[src/rtl/alloc_pkg.sv]
package alloc_pkg;
  typedef enum logic [1:0] {
    REQ_NONE   = 2'd0,
    REQ_SINGLE = 2'd1,
    REQ_PAIR   = 2'd2
  } req_kind_e;
endpackage

[src/rtl/alloc_first_set.sv]
// Lowest-index set bit finder.
module alloc_first_set #(
  parameter int W = 16,
  localparam int IW = (W > 1) ? $clog2(W) : 1
) (
  input  logic [W-1:0]  vec,
  output logic          found,
  output logic [IW-1:0] idx
);
  always_comb begin
    found = 1'b0;
    idx   = '0;
    for (int i = W - 1; i >= 0; i--) begin
      if (vec[i]) begin
        found = 1'b1;
        idx   = IW'(i);
      end
    end
  end
endmodule

[src/rtl/alloc_pair_scan.sv]
// Finds the lowest reserved pair with both members free.
module alloc_pair_scan #(
  parameter int NUM_PAIRS = 8,
  localparam int NUM_PROCS = 2 * NUM_PAIRS,
  localparam int PAIR_W = $clog2(NUM_PAIRS)
) (
  input  logic [NUM_PROCS-1:0] free_map,
  input  logic [NUM_PAIRS-1:0] part,
  output logic                 found,
  output logic [PAIR_W-1:0]    pair_idx
);
  logic [NUM_PAIRS-1:0] cand;

  for (genvar p = 0; p < NUM_PAIRS; p++) begin : g_pair
    assign cand[p] = ~part[p] & free_map[2*p] & free_map[2*p+1];
  end

  alloc_first_set #(.W(NUM_PAIRS)) u_pick (
    .vec  (cand),
    .found(found),
    .idx  (pair_idx)
  );
endmodule

[src/rtl/alloc_single_scan.sv]
// Finds the lowest free processor inside the single region.
module alloc_single_scan #(
  parameter int NUM_PAIRS = 8,
  localparam int NUM_PROCS = 2 * NUM_PAIRS,
  localparam int IDX_W = $clog2(NUM_PROCS)
) (
  input  logic [NUM_PROCS-1:0] free_map,
  input  logic [NUM_PAIRS-1:0] part,
  output logic                 found,
  output logic [IDX_W-1:0]     proc_idx
);
  logic [NUM_PROCS-1:0] cand;

  for (genvar i = 0; i < NUM_PROCS; i++) begin : g_proc
    assign cand[i] = free_map[i] & part[i/2];
  end

  alloc_first_set #(.W(NUM_PROCS)) u_pick (
    .vec  (cand),
    .found(found),
    .idx  (proc_idx)
  );
endmodule

[src/rtl/pair_alloc.sv]
module pair_alloc #(
  parameter int NUM_PAIRS = 8,
  parameter logic [NUM_PAIRS-1:0] PART_RST = '1,
  localparam int NUM_PROCS = 2 * NUM_PAIRS,
  localparam int IDX_W = $clog2(NUM_PROCS),
  localparam int PAIR_W = IDX_W - 1
) (
  input  logic                 clk,
  input  logic                 rst,
  input  logic                 part_we,
  input  logic [NUM_PAIRS-1:0] part_wdata,
  input  logic                 sgl_req,
  input  logic                 pair_req,
  input  logic                 rel_vld,
  input  logic                 rel_pair,
  input  logic [IDX_W-1:0]     rel_idx,
  output logic                 resp_vld,
  output logic                 resp_pair,
  output logic                 resp_ok,
  output logic [IDX_W-1:0]     resp_idx
);
  import alloc_pkg::*;

  logic [NUM_PAIRS-1:0] part_q;
  logic [NUM_PROCS-1:0] free_q;

  logic                 pr_found;
  logic [PAIR_W-1:0]    pr_idx;
  logic                 sg_found;
  logic [IDX_W-1:0]     sg_idx;

  req_kind_e            kind;
  logic [NUM_PROCS-1:0] take_mask;
  logic [NUM_PROCS-1:0] give_mask;
  logic                 grant_ok;
  logic [IDX_W-1:0]     grant_idx;

  alloc_pair_scan #(.NUM_PAIRS(NUM_PAIRS)) u_pair_scan (
    .free_map(free_q),
    .part    (part_q),
    .found   (pr_found),
    .pair_idx(pr_idx)
  );

  alloc_single_scan #(.NUM_PAIRS(NUM_PAIRS)) u_single_scan (
    .free_map(free_q),
    .part    (part_q),
    .found   (sg_found),
    .proc_idx(sg_idx)
  );

  // Request arbitration: a pair request outranks a single request.
  always_comb begin
    if (pair_req)     kind = REQ_PAIR;
    else if (sgl_req) kind = REQ_SINGLE;
    else              kind = REQ_NONE;
  end

  always_comb begin
    take_mask = '0;
    grant_ok  = 1'b0;
    grant_idx = '0;
    case (kind)
      REQ_PAIR: begin
        if (pr_found) begin
          grant_ok                  = 1'b1;
          grant_idx                 = {pr_idx, 1'b0};
          take_mask[{pr_idx, 1'b0}] = 1'b1;
          take_mask[{pr_idx, 1'b1}] = 1'b1;
        end
      end
      REQ_SINGLE: begin
        if (sg_found) begin
          grant_ok          = 1'b1;
          grant_idx         = sg_idx;
          take_mask[sg_idx] = 1'b1;
        end
      end
      default: ;
    endcase
  end

  always_comb begin
    give_mask = '0;
    if (rel_vld) begin
      if (rel_pair) begin
        give_mask[{rel_idx[IDX_W-1:1], 1'b0}] = 1'b1;
        give_mask[{rel_idx[IDX_W-1:1], 1'b1}] = 1'b1;
      end else begin
        give_mask[rel_idx] = 1'b1;
      end
    end
  end

  always_ff @(posedge clk) begin
    if (rst) begin
      part_q <= PART_RST;
      free_q <= '1;
    end else begin
      if (part_we) part_q <= part_wdata;
      free_q <= (free_q & ~take_mask) | give_mask;
    end
  end

  always_ff @(posedge clk) begin
    if (rst) begin
      resp_vld  <= 1'b0;
      resp_pair <= 1'b0;
      resp_ok   <= 1'b0;
      resp_idx  <= '0;
    end else begin
      resp_vld  <= (kind != REQ_NONE);
      resp_pair <= (kind == REQ_PAIR);
      resp_ok   <= grant_ok;
      resp_idx  <= grant_idx;
    end
  end
endmodule

[config.mk]
export PLATFORM = sky130hd
export DESIGN_NAME = pair_alloc
export DESIGN_NICKNAME = d
export VERILOG_FILES = /design/src/rtl/alloc_pkg.sv /design/src/rtl/alloc_first_set.sv /design/src/rtl/alloc_pair_scan.sv /design/src/rtl/alloc_single_scan.sv /design/src/rtl/pair_alloc.sv
export SDC_FILE = /design/constraint.sdc
export NUM_CORES = 1
export LEC_CHECK = 0
export BUFFER_PORTS_ARGS = -buffer_cell sky130_fd_sc_hd__buf_2
export CELL_PAD_IN_SITES_DETAIL_PLACEMENT = 1
export CELL_PAD_IN_SITES_GLOBAL_PLACEMENT = 1
export CORE_ASPECT_RATIO = 1.1
export CORE_MARGIN = 8
export CORE_UTILIZATION = 45
export DETAILED_ROUTE_END_ITERATION = 8
export GPL_TIMING_DRIVEN = 0
export PLACE_DENSITY_LB_ADDON = 0.12
export REMOVE_ABC_BUFFERS = 1
export SETUP_SLACK_MARGIN = 0.3
export SLEW_MARGIN = 20
export SYNTH_ARGS = -nofsm -noshare
export SYNTH_HDL_FRONTEND = slang
export SYNTH_SLANG_ARGS = --single-unit
[constraint.sdc]
create_clock -name clk -period 5.1 [get_ports clk]
set_clock_uncertainty 0.1 [all_clocks]
set_input_delay 0 -clock clk [delete_from_list [all_inputs] [get_ports clk]]
set_output_delay 0 -clock clk [all_outputs]
set_load 0.1 [all_outputs]
==> reports/metrics.yaml, run 1 <==
routing:
  wire_per_inst_um: 18.0
  detailedRoute.firstIterationViolations: 95
  detail_route.vias_per_cell: 5.84
  route.vias.total: 1827
  drt_pass1_iterations: 4
  route.detailed.drc: 0
  route.final.wire_length_mm: 5.64
  drt.antenna.violating_nets: 0
floorplan:
  coreArea_um2: 3870
  die_y_um: 81.9
  die_area_um2: 6210
  core.rowCount: 24
  ios: 26
  floorplan.die.width_um: 75.9
  start_util_pct: 45.8
critical_path:
  reg2reg_from: "part_q[5]"
  ff2ff_setup_slack_ns: 2.99
  timing.setup.critical_path_class: "reg2reg"
  reg2regPathDepth: 6
  critical_path_required_ns: 5.18
  critical_path_peak_fanout: 17
  regToRegEndpoint: "free_q[9]"
  cp-start-kind: "flip-flop"
  crit_path_end_kind: "flip-flop"
  critPathArrivalTime_ns: 2.19
synth:
  synth_cells: 221
  post-synth-top-area-fraction_pct: 35.0
  portion_of_the_post_synthesis_area_used_by_sequential_elements_pct: 35.0
  yosys_register_bits: 31
  syn_std_cell_area_um2: 1780
  synth_cell_types: 45
  synth-warning-count: 0
  yosysTopAreaCell: "dfxtp_1"
  syn_avg_cell_area_um2: 8.03
  synth.top_cells.by_count: "nand2_1 (40), dfxtp_1 (31), nand3_1 (15), nor2_1 (14)"
  number_of_enable_flip_flop_cells_after_synthesis: 0
  count_leader_synth: "nand2_1"
  async_reset_ff_share_pct: 0
  synth-main-ff-cell: "dfxtp_1"
  netlist_top_cells_area: "dfxtp_1 (35%), nand2_1 (8.5%), nand3_1 (4.2%), mux2i_1 (3.9%), o211ai_1 (3.4%)"
power_and_ir_drop:
  p_comb_share_pct: 21.1
  power.share.clock_pct: 37.9
  cellInternalPower_w: 0.000465
  static-leakage-power_nw: 0.899
  power.net_switching_w: 0.000209
  max-vdd-ir-drop_mv: 0.114
  pwr_density_cell_nw_per_um2: 310
  power.sequential.fraction_pct: 41.0
  power.share.switching_pct: 31.0
clock_network:
  root_buffer: "clkbuf_8"
  cts_made_buffers: 5
  clkSlewWorstSetupHoldPaths_ns: 0.07
  cts_tree: "yes"
  insertion_delay_ns: 0.29
  clock_sink_count: 31
  clock_tree.htree_level_count: 2
  max-clock-path-buffers: 2
place:
  placedCellCount: 292
  placed_cell_area_um2: 1930
  post-place-ws_ns: 3.10
  globalplace.congestion: 0.895
  place.port_buffers: 25
  place_hpwl_mm: 4.09
sta:
  finalSetupViolations: 0
  relSlewSlack_pct: 65.6
  final.min_clock_period_ns: 2.11
  worst_slew_pin_slew_ns: 0.515
  max_freq_ghz: 0.473
  worst_slack_ns: 2.99
  hold-worst-slack_ns: 0.00318
  final_total_negative_setup_slack_ns: 0
  hold_viol_final: 0
  timing.final.max_slew_violations: 0
  timing.final.crit_share_pct: 41.4
  unrepaired_setup_endpoints_after_global_routing: "false"
min_path:
  timing.hold.worst.class: "in2reg"
  worstHoldEndpoint: "resp_ok"
  min_delay_path_depth: 2
  timing.hold.worst.start: "rst"
cells_and_area:
  fin_area_um2: 2180
  area.growth.synth_to_final_pct: 22.8
  drive_gt1_share_pct: 18.0
  antenna_cells: 0
  finalNonFillerCells: 313
  nets: 279
global_route:
  grt_pass1_vias: 1896
  global_route_total_overflow: 0
  grt_first_pass_wirelength_mm: 9.15
  combined_global_route_utilization_of_all_metal_layers_pct: 19.8
  grt_antenna_before_repair: 0
  grt_start_max_net_pins: 19
flow_run:
  drv.max_cap_violation_count: 0
outcome:
  status: "finished clean"
-- metal layers --
metal  wire [um]  GRT usage, %  vias to the layer above
met5           0             0                        -
li1            -             -                      889
met3         164          4.15                       11
met2        2970          35.7                       29
met4         135          7.88                        0
met1        2380          21.6                      898
-- what timing repair did --
item                      4_1_cts  5_1_grt
hold endpoints to repair       11        0
buffers inserted                0        0
hold buffers                   13        0
gates resized for setup         0        0
-- critical path: stages (launching register included) --
cell and delay (ns):
dfxtp_1 0.43, nand2_1 0.12, a32oi_1 0.31, a21oi_2 0.13, o21ai_4 0.41, nand3_1 0.13
a311o_1 0.35
-- metrics by stage --
stage | total power, W | utilization [%]
after floorplan | 0.000372 | -
after global routing | 0.000699 | 56.3
final | 0.000675 | 56.3
after CTS | 0.000676 | 56.3
after detailed placement | 0.000413 | 49.9
after global placement | 0.000410 | 49.9
-- state kept, by name (all words and copies together) (netlist names) --
signal     cells
free_q        16
part_q         8
resp_idx       4
resp_ok        1
resp_pair      1
resp_vld       1
-- cells by family after synthesis --
group	synth area share (%)
AO/OA/AOI/OAI	24.6
AND/OR/NAND/NOR	34.0
flip-flops	35.0
multiplexers	3.95
buffers and inverters	2.54
-- worst max-delay path by stage --
stage | start | end | slack, ns | depth (start not counted)
after global routing | part_q[5] | free_q[9] | 2.84 | 6
after CTS | part_q[5] | free_q[9] | 3.01 | 6
after global placement | free_q[4] | free_q[1] | 3.13 | 5
final | part_q[5] | free_q[9] | 2.99 | 6
after detailed placement | free_q[4] | free_q[1] | 3.10 | 5
after floorplan | free_q[4] | free_q[3] | 3.36 | 5
-- layout make-up --
cell class / count / area [um^2]
clock buffers: 6 / 82.6
well taps: 52 / 65.1
clock inverters: 2 / 35.0
flip-flops and latches: 31 / 621
multi-input cells: 181 / 1110
fillers: 505 / 1690
inverters: 3 / 11.3
repair buffers: 38 / 255
-- power groups by stage --
stage	clock, W	combinational, W	sequential, W
6_report	0.000256	0.000142	0.000277
5_1_grt	0.000265	0.000155	0.000279
4_1_cts	0.000259	0.000141	0.000276
3_5_place_dp	0	0.000132	0.000281
3_3_place_gp	0	0.000129	0.000281
2_1_floorplan	0	0.0000732	0.000299
-- cells in the final DEF (no fill, tap or decap), types with 6 or more instances in the layout --
cell            n
nand2b_1        6
nor2_1         14
nand3_1        15
nor2b_1         8
o211ai_1        8
dfxtp_1        31
o21ai_0        11
o21ai_1         8
nand2_1        40
a21oi_1        11
dlygate4sd3_1  13
buf_2          25
mux2i_1         7
clkbuf_8        6
No activity file was read; power rests on OpenSTA's default activity.
==> run 2, diff against run 1 <==
--- a/config.mk
+++ b/config.mk
@@ -10,7 +10,7 @@
 export CELL_PAD_IN_SITES_GLOBAL_PLACEMENT = 1
 export CORE_ASPECT_RATIO = 1.1
 export CORE_MARGIN = 8
-export CORE_UTILIZATION = 45
+export CORE_UTILIZATION = 42
 export DETAILED_ROUTE_END_ITERATION = 8
 export GPL_TIMING_DRIVEN = 0
 export PLACE_DENSITY_LB_ADDON = 0.12
==> constraint.sdc (replaced) <==
create_clock -name clk -period 2.16 [get_ports clk]
set_clock_uncertainty 0.1 [all_clocks]
set_input_delay 0 -clock clk [delete_from_list [all_inputs] [get_ports clk]]
set_output_delay 0 -clock clk [all_outputs]
set_load 0.1 [all_outputs]
==> reports/metrics.yaml, run 2 (synthesized netlist as in run 1, its figures left out) <==
cells_and_area:
  layout_commonest_cell: "nand2_1"
  reg.largest.list: "free_q (16), part_q (8), resp_idx (4)"
  finalCoreUtilization_pct: 54.5  # -1.8 points
  seq_area_um2: 638  # +2.8%
  nets: 288  # +3.2%
  drive_gt1_share_pct: 27.0  # +9.0 points
  max_flop_register: "free_q"
  area.growth.synth_to_final_pct: 28.7
  n_fill_cell: 536  # +6.1%
  antenna_cells: 0  # unchanged
  largest_register_ffs: 16  # unchanged
  layout.cells.most_common_list: "nand2_1 (40), buf_2 (25), dfxtp_1 (21)"
  area_of_combinational_cells_with_multiple_inputs_um2: 1150  # +3.7%
clock_network:
  clock_tree.htree_level_count: 2  # unchanged
  cts_made_buffers: 5  # unchanged
  root_buffer: "clkbuf_8"
  max-clock-path-buffers: 2  # unchanged
  cts_tree: "yes"
  insertion_delay_ns: 0.28  # about the same
  clock_sink_count: 31  # unchanged
  clkSlewWorstSetupHoldPaths_ns: 0.07  # about the same
critical_path:
  cp-start-kind: "flip-flop"
  critical_path_peak_fanout: 11  # -6
  critPathArrivalTime_ns: 1.91  # -0.28 ns
  critical_path_required_ns: 2.24  # -2.94 ns
  regToRegEndpoint: "free_q[3]"
  reg2reg_from: "free_q[4]"
  crit_path_end_kind: "flip-flop"
  reg2regPathDepth: 6  # unchanged
  timing.setup.critical_path_class: "reg2reg"
  ff2ff_setup_slack_ns: 0.32  # -2.67 ns
routing:
  drt_pass1_iterations: 4  # unchanged
  route.final.wire_length_mm: 5.78  # +2.5%
  route.vias.total: 1851  # +1.3%
  wire_per_inst_um: 17.9  # -0.98%
  detail_route.vias_per_cell: 5.71  # -2.1%
  drt.antenna.violating_nets: 0  # unchanged
  detailedRoute.firstIterationViolations: 90  # -5.3%
  route.detailed.drc: 0  # unchanged
min_path:
  min_delay_path_depth: 3  # +1
  timing.hold.worst.class: "in2reg"
  timing.hold.worst.start: "sgl_req"
  worstHoldEndpoint: "resp_vld"
flow_run:
  drv.max_cap_violation_count: 0  # unchanged
floorplan:
  core.rowCount: 25  # +4.2%
  die_area_um2: 6570  # +5.7%
  die_y_um: 84.2  # +2.8%
  floorplan.die.width_um: 78.0  # +2.8%
  coreArea_um2: 4190  # +8.2%
  start_util_pct: 42.4  # -3.5 points
  ios: 26  # unchanged
sta:
  timing.final.max_slew_violations: 0  # unchanged
  finalSetupViolations: 0  # unchanged
  worst_slew_pin_slew_ns: 0.550  # +0.0346 ns
  final_total_negative_setup_slack_ns: 0  # unchanged
  max_freq_ghz: 0.544  # +15%
  relSlewSlack_pct: 63.3  # -2.3 points
  final.min_clock_period_ns: 1.84  # -0.274 ns
  hold_viol_final: 0  # unchanged
  unrepaired_setup_endpoints_after_global_routing: "true"
  timing.final.crit_share_pct: 85.1  # +44 points
global_route:
  combined_global_route_utilization_of_all_metal_layers_pct: 17.9  # -1.9 points
  grt_pass1_vias: 1920  # +1.3%
  grt_start_max_net_pins: 19  # unchanged
  global_route_total_overflow: 0  # unchanged
  grt_first_pass_wirelength_mm: 9.47  # +3.5%
  grt_antenna_before_repair: 0  # unchanged
power_and_ir_drop:
  pwr_density_cell_nw_per_um2: 651  # +110%
  static-leakage-power_nw: 0.935  # +4.0%
  max-vdd-ir-drop_mv: 0.309  # +170%
  post-layout-total-power_w: 0.00149  # +120%
place:
  place.port_buffers: 25  # unchanged
  globalplace.congestion: 0.853  # -4.7%
  place_hpwl_mm: 4.16  # +1.7%
outcome:
  status: "finished clean"
==> run 2: cell type report <==
cell class | count | area share (%)
Multi-Input combinational cell | 181 | 50.4
Sequential cell | 31 | 27.9
Timing Repair Buffer | 47 | 14.6
Clock buffer | 5 | 3.01
Tap cell | 54 | 2.96
Clock inverter | 3 | 0.657
Inverter | 3 | 0.493
==> run 2: what timing repair did <==
| action | 4_1_cts | 5_1_grt |
|---|---|---|
| resized for setup | 7 | 16 |
| pin swaps | 5 | 9 |
| setup endpoints to repair | 13 | 16 |
| buffers inserted | 4 | 6 |
| hold endpoints to repair | 10 | 0 |
| hold buffers | 12 | 0 |
==> run 2: worst max path at each step <==
stage,startpoint,end,slack (ns),cells after the start
floorplan,free_q[4],free_q[3],0.42,5
global placement,part_q[0],free_q[15],0.16,5
detailed placement,free_q[4],free_q[9],0.10,5
CTS,free_q[6],free_q[9],0.28,5
global route,free_q[4],free_q[3],0.21,6
finish,free_q[4],free_q[3],0.32,6
==> run 2: per-layer routing <==
metal | part of all wire (%) | vias to the layer above | global-route usage [%]
li1 | - | 907 | -
met1 | 42 | 893 | 20.9
met2 | 51 | 37 | 31.0
met3 | 3.9 | 14 | 4.38
met4 | 2.8 | 0 | 5.40
met5 | 0 | - | 0
==> run 2: metrics by stage <==
step           cell area, um^2  worst slack, ns  hold WS (ns)  std cells
2_1_floorplan             1740            0.422       -0.0309        215
3_3_place_gp              1930            0.157         0.113        294
3_5_place_dp              1930            0.102         0.122        294
4_1_cts                   2200            0.281       0.00446        318
5_1_grt                   2280            0.214        0.0342        324
6_report                  2280            0.322       0.00464        324
==> run 2: where the power goes <==
part	switching, W	total (W)	leakage (nW)	internal (W)
combinational	0.000227	0.000378	0.635	0.000151
sequential	0.0000484	0.000656	0.251	0.000607
clock	0.000234	0.000454	0.0477	0.000220
total	0.000509	0.00149	0.935	0.000979
==> run 2: critical path: stages (launching register included) <==
cell	delay, ns
dfxtp_2	0.36
a222oi_1	0.35
nand3_1	0.19
o21ai_4	0.18
buf_12	0.15
nand3_2	0.05
a311o_1	0.34
==> run 3, diff against run 2 <==
==> constraint.sdc (replaced) <==
create_clock -name clk -period 2.16 [get_ports clk]
set_clock_uncertainty 0.1 [all_clocks]
set_input_delay 0.108 -clock clk [delete_from_list [all_inputs] [get_ports clk]]
set_output_delay 0.108 -clock clk [all_outputs]
set_load 0.1 [all_outputs]
==> reports/metrics.yaml, run 3 (synthesized netlist as in run 1, its figures left out) <==
floorplan:
  coreArea_um2: 4190  # unchanged
  die_y_um: 84.2  # unchanged
  ios: 26  # unchanged
  floorplan.die.width_um: 78.0  # unchanged
  start_util_pct: 42.4  # unchanged
  die_area_um2: 6570  # unchanged
  core.rowCount: 25  # unchanged
global_route:
  combined_global_route_utilization_of_all_metal_layers_pct: 17.4  # -0.46 points
  grt_start_max_net_pins: 19  # unchanged
  grt_pass1_vias: 1873  # -2.4%
  global_route_total_overflow: 0  # unchanged
  grt_antenna_before_repair: 0  # unchanged
  grt_first_pass_wirelength_mm: 9.24  # -2.4%
power_and_ir_drop:
  pwr_density_cell_nw_per_um2: 665  # +2.1%
  power.net_switching_w: 0.000505  # -0.69%
  static-leakage-power_nw: 0.911  # -2.5%
  power.share.switching_pct: 34.2  # about the same
  power.share.clock_pct: 30.7  # +0.2 points
  cellInternalPower_w: 0.000973  # -0.69%
  max-vdd-ir-drop_mv: 0.292  # -5.4%
  post-layout-total-power_w: 0.00148  # -0.69%
  power.sequential.fraction_pct: 44.3  # +0.2 points
  p_comb_share_pct: 25.0  # -0.4 points
sta:
  finalSetupViolations: 0  # unchanged
  final.min_clock_period_ns: 1.84  # +0.00464 ns
  final_total_negative_setup_slack_ns: 0  # unchanged
  timing.final.crit_share_pct: 85.3  # +0.21 points
  timing.final.max_slew_violations: 0  # unchanged
  unrepaired_setup_endpoints_after_global_routing: "true"
  hold_viol_final: 0  # unchanged
  max_freq_ghz: 0.543  # -0.25%
  worst_slack_ns: 0.318  # -0.00464 ns
  relSlewSlack_pct: 63.2  # about the same
  worst_slew_pin_slew_ns: 0.550  # +0.000290 ns
cells_and_area:
  seq_area_um2: 638  # unchanged
  layout_commonest_cell: "nand2_1"
  nets: 282  # -2.1%
  drive_gt1_share_pct: 26.5  # -0.52 points
  area.growth.synth_to_final_pct: 25.2
  largest_register_ffs: 16  # unchanged
  finalNonFillerCells: 318  # -1.9%
  area_of_combinational_cells_with_multiple_inputs_um2: 1140  # -0.65%
  layout.cells.most_common_list: "nand2_1 (40), buf_2 (25), dfxtp_1 (21)"
  reg.largest.list: "free_q (16), part_q (8), resp_idx (4)"
  antenna_cells: 0  # unchanged
  max_flop_register: "free_q"
  n_fill_cell: 531  # -0.93%
clock_network:
  clock_tree.htree_level_count: 2  # unchanged
  insertion_delay_ns: 0.29  # about the same
  max-clock-path-buffers: 2  # unchanged
  cts_tree: "yes"
  root_buffer: "clkbuf_8"
  clkSlewWorstSetupHoldPaths_ns: 0.07  # about the same
  clock_sink_count: 31  # unchanged
  cts_made_buffers: 5  # unchanged
place:
  placedCellCount: 294  # unchanged
  place.port_buffers: 25  # unchanged
  place_hpwl_mm: 4.16  # unchanged
  post-place-ws_ns: 0.102  # unchanged
  globalplace.congestion: 0.853  # unchanged
outcome:
  status: "finished clean"
critical_path:
  timing.setup.critical_path_class: "reg2reg"
  crit_path_end_kind: "flip-flop"
  reg2reg_from: "free_q[4]"
  cp-start-kind: "flip-flop"
  regToRegEndpoint: "free_q[3]"
  critical_path_required_ns: 2.24  # about the same
  critical_path_peak_fanout: 11  # unchanged
  ff2ff_setup_slack_ns: 0.32  # about the same
  critPathArrivalTime_ns: 1.92  # about the same
  reg2regPathDepth: 6  # unchanged
min_path:
  min_delay_path_depth: 3  # unchanged
  timing.hold.worst.start: "rel_idx[1]"
  worstHoldEndpoint: "free_q[10]"
  timing.hold.worst.class: "in2reg"
routing:
  route.final.wire_length_mm: 5.65  # -2.2%
  route.detailed.drc: 0  # unchanged
  drt.antenna.violating_nets: 0  # unchanged
  wire_per_inst_um: 17.8  # -0.40%
  drt_pass1_iterations: 5  # +1
  detailedRoute.firstIterationViolations: 90  # unchanged
  route.vias.total: 1808  # -2.3%
  detail_route.vias_per_cell: 5.69  # -0.48%
flow_run:
  drv.max_cap_violation_count: 0  # unchanged
run 3: area by class of cell:
cell class / instances / area share [%]
sequential: 31 / 28.7
inverter: 3 / 0.507
clock buffer: 5 / 3.10
clock inverter: 3 / 0.676
timing repair buffer: 41 / 12.5
tap: 54 / 3.04
multi-input combinational: 181 / 51.5
run 3: timing repair:
item / in CTS / in global routing
pin swaps: 5 / 9
setup buffers: 4 / 4
hold buffers: 8 / 0
resized for setup: 7 / 13
setup endpoints to repair: 13 / 16
hold endpoints to repair: 8 / 0
run 3: worst max-delay path by stage:
stage	from	to	slack (ns)	depth (start not counted)
global placement	part_q[0]	free_q[15]	0.16	5
finish	free_q[4]	free_q[3]	0.32	6
CTS	free_q[6]	free_q[9]	0.28	5
floorplan	free_q[4]	free_q[3]	0.42	5
global route	free_q[4]	free_q[3]	0.21	6
detailed placement	free_q[4]	free_q[9]	0.10	5
run 3: metal layers:
metal	share of wire, %	up-vias	routed length, um	global-route usage [%]
met1	43	873	2440	20.5
met5	0	-	0	0
met2	51	33	2890	29.9
met3	3.9	10	220	4.38
li1	-	892	-	-
met4	1.9	0	107	5.40
run 3: worst max-delay path: stages, from the launching register on:
cell	delay [ns]
dfxtp_2	0.35
a222oi_1	0.35
nand3_1	0.19
o21ai_4	0.19
buf_12	0.15
nand3_2	0.05
a311o_1	0.34
run 3: power by group through the flow:
| stage | Combinational [W] | Sequential (W) | Clock (W) |
|---|---|---|---|
| final | 0.000369 | 0.000655 | 0.000454 |
| after global routing | 0.000399 | 0.000660 | 0.000494 |
| after CTS | 0.000352 | 0.000654 | 0.000459 |
| after detailed placement | 0.000312 | 0.000665 | 0 |
| after global placement | 0.000307 | 0.000664 | 0 |
| after floorplan | 0.000173 | 0.000705 | 0 |
run 3: per-stage QoR:
stage | cell area [um^2] | util [%] | hold WS, ns
2_1_floorplan | 1740 | - | 0.0771
3_3_place_gp | 1930 | 46.1 | 0.221
3_5_place_dp | 1930 | 46.1 | 0.230
4_1_cts | 2160 | 51.5 | 0.0527
5_1_grt | 2220 | 53.0 | 0.0720
6_report | 2220 | 53.0 | 0.0594
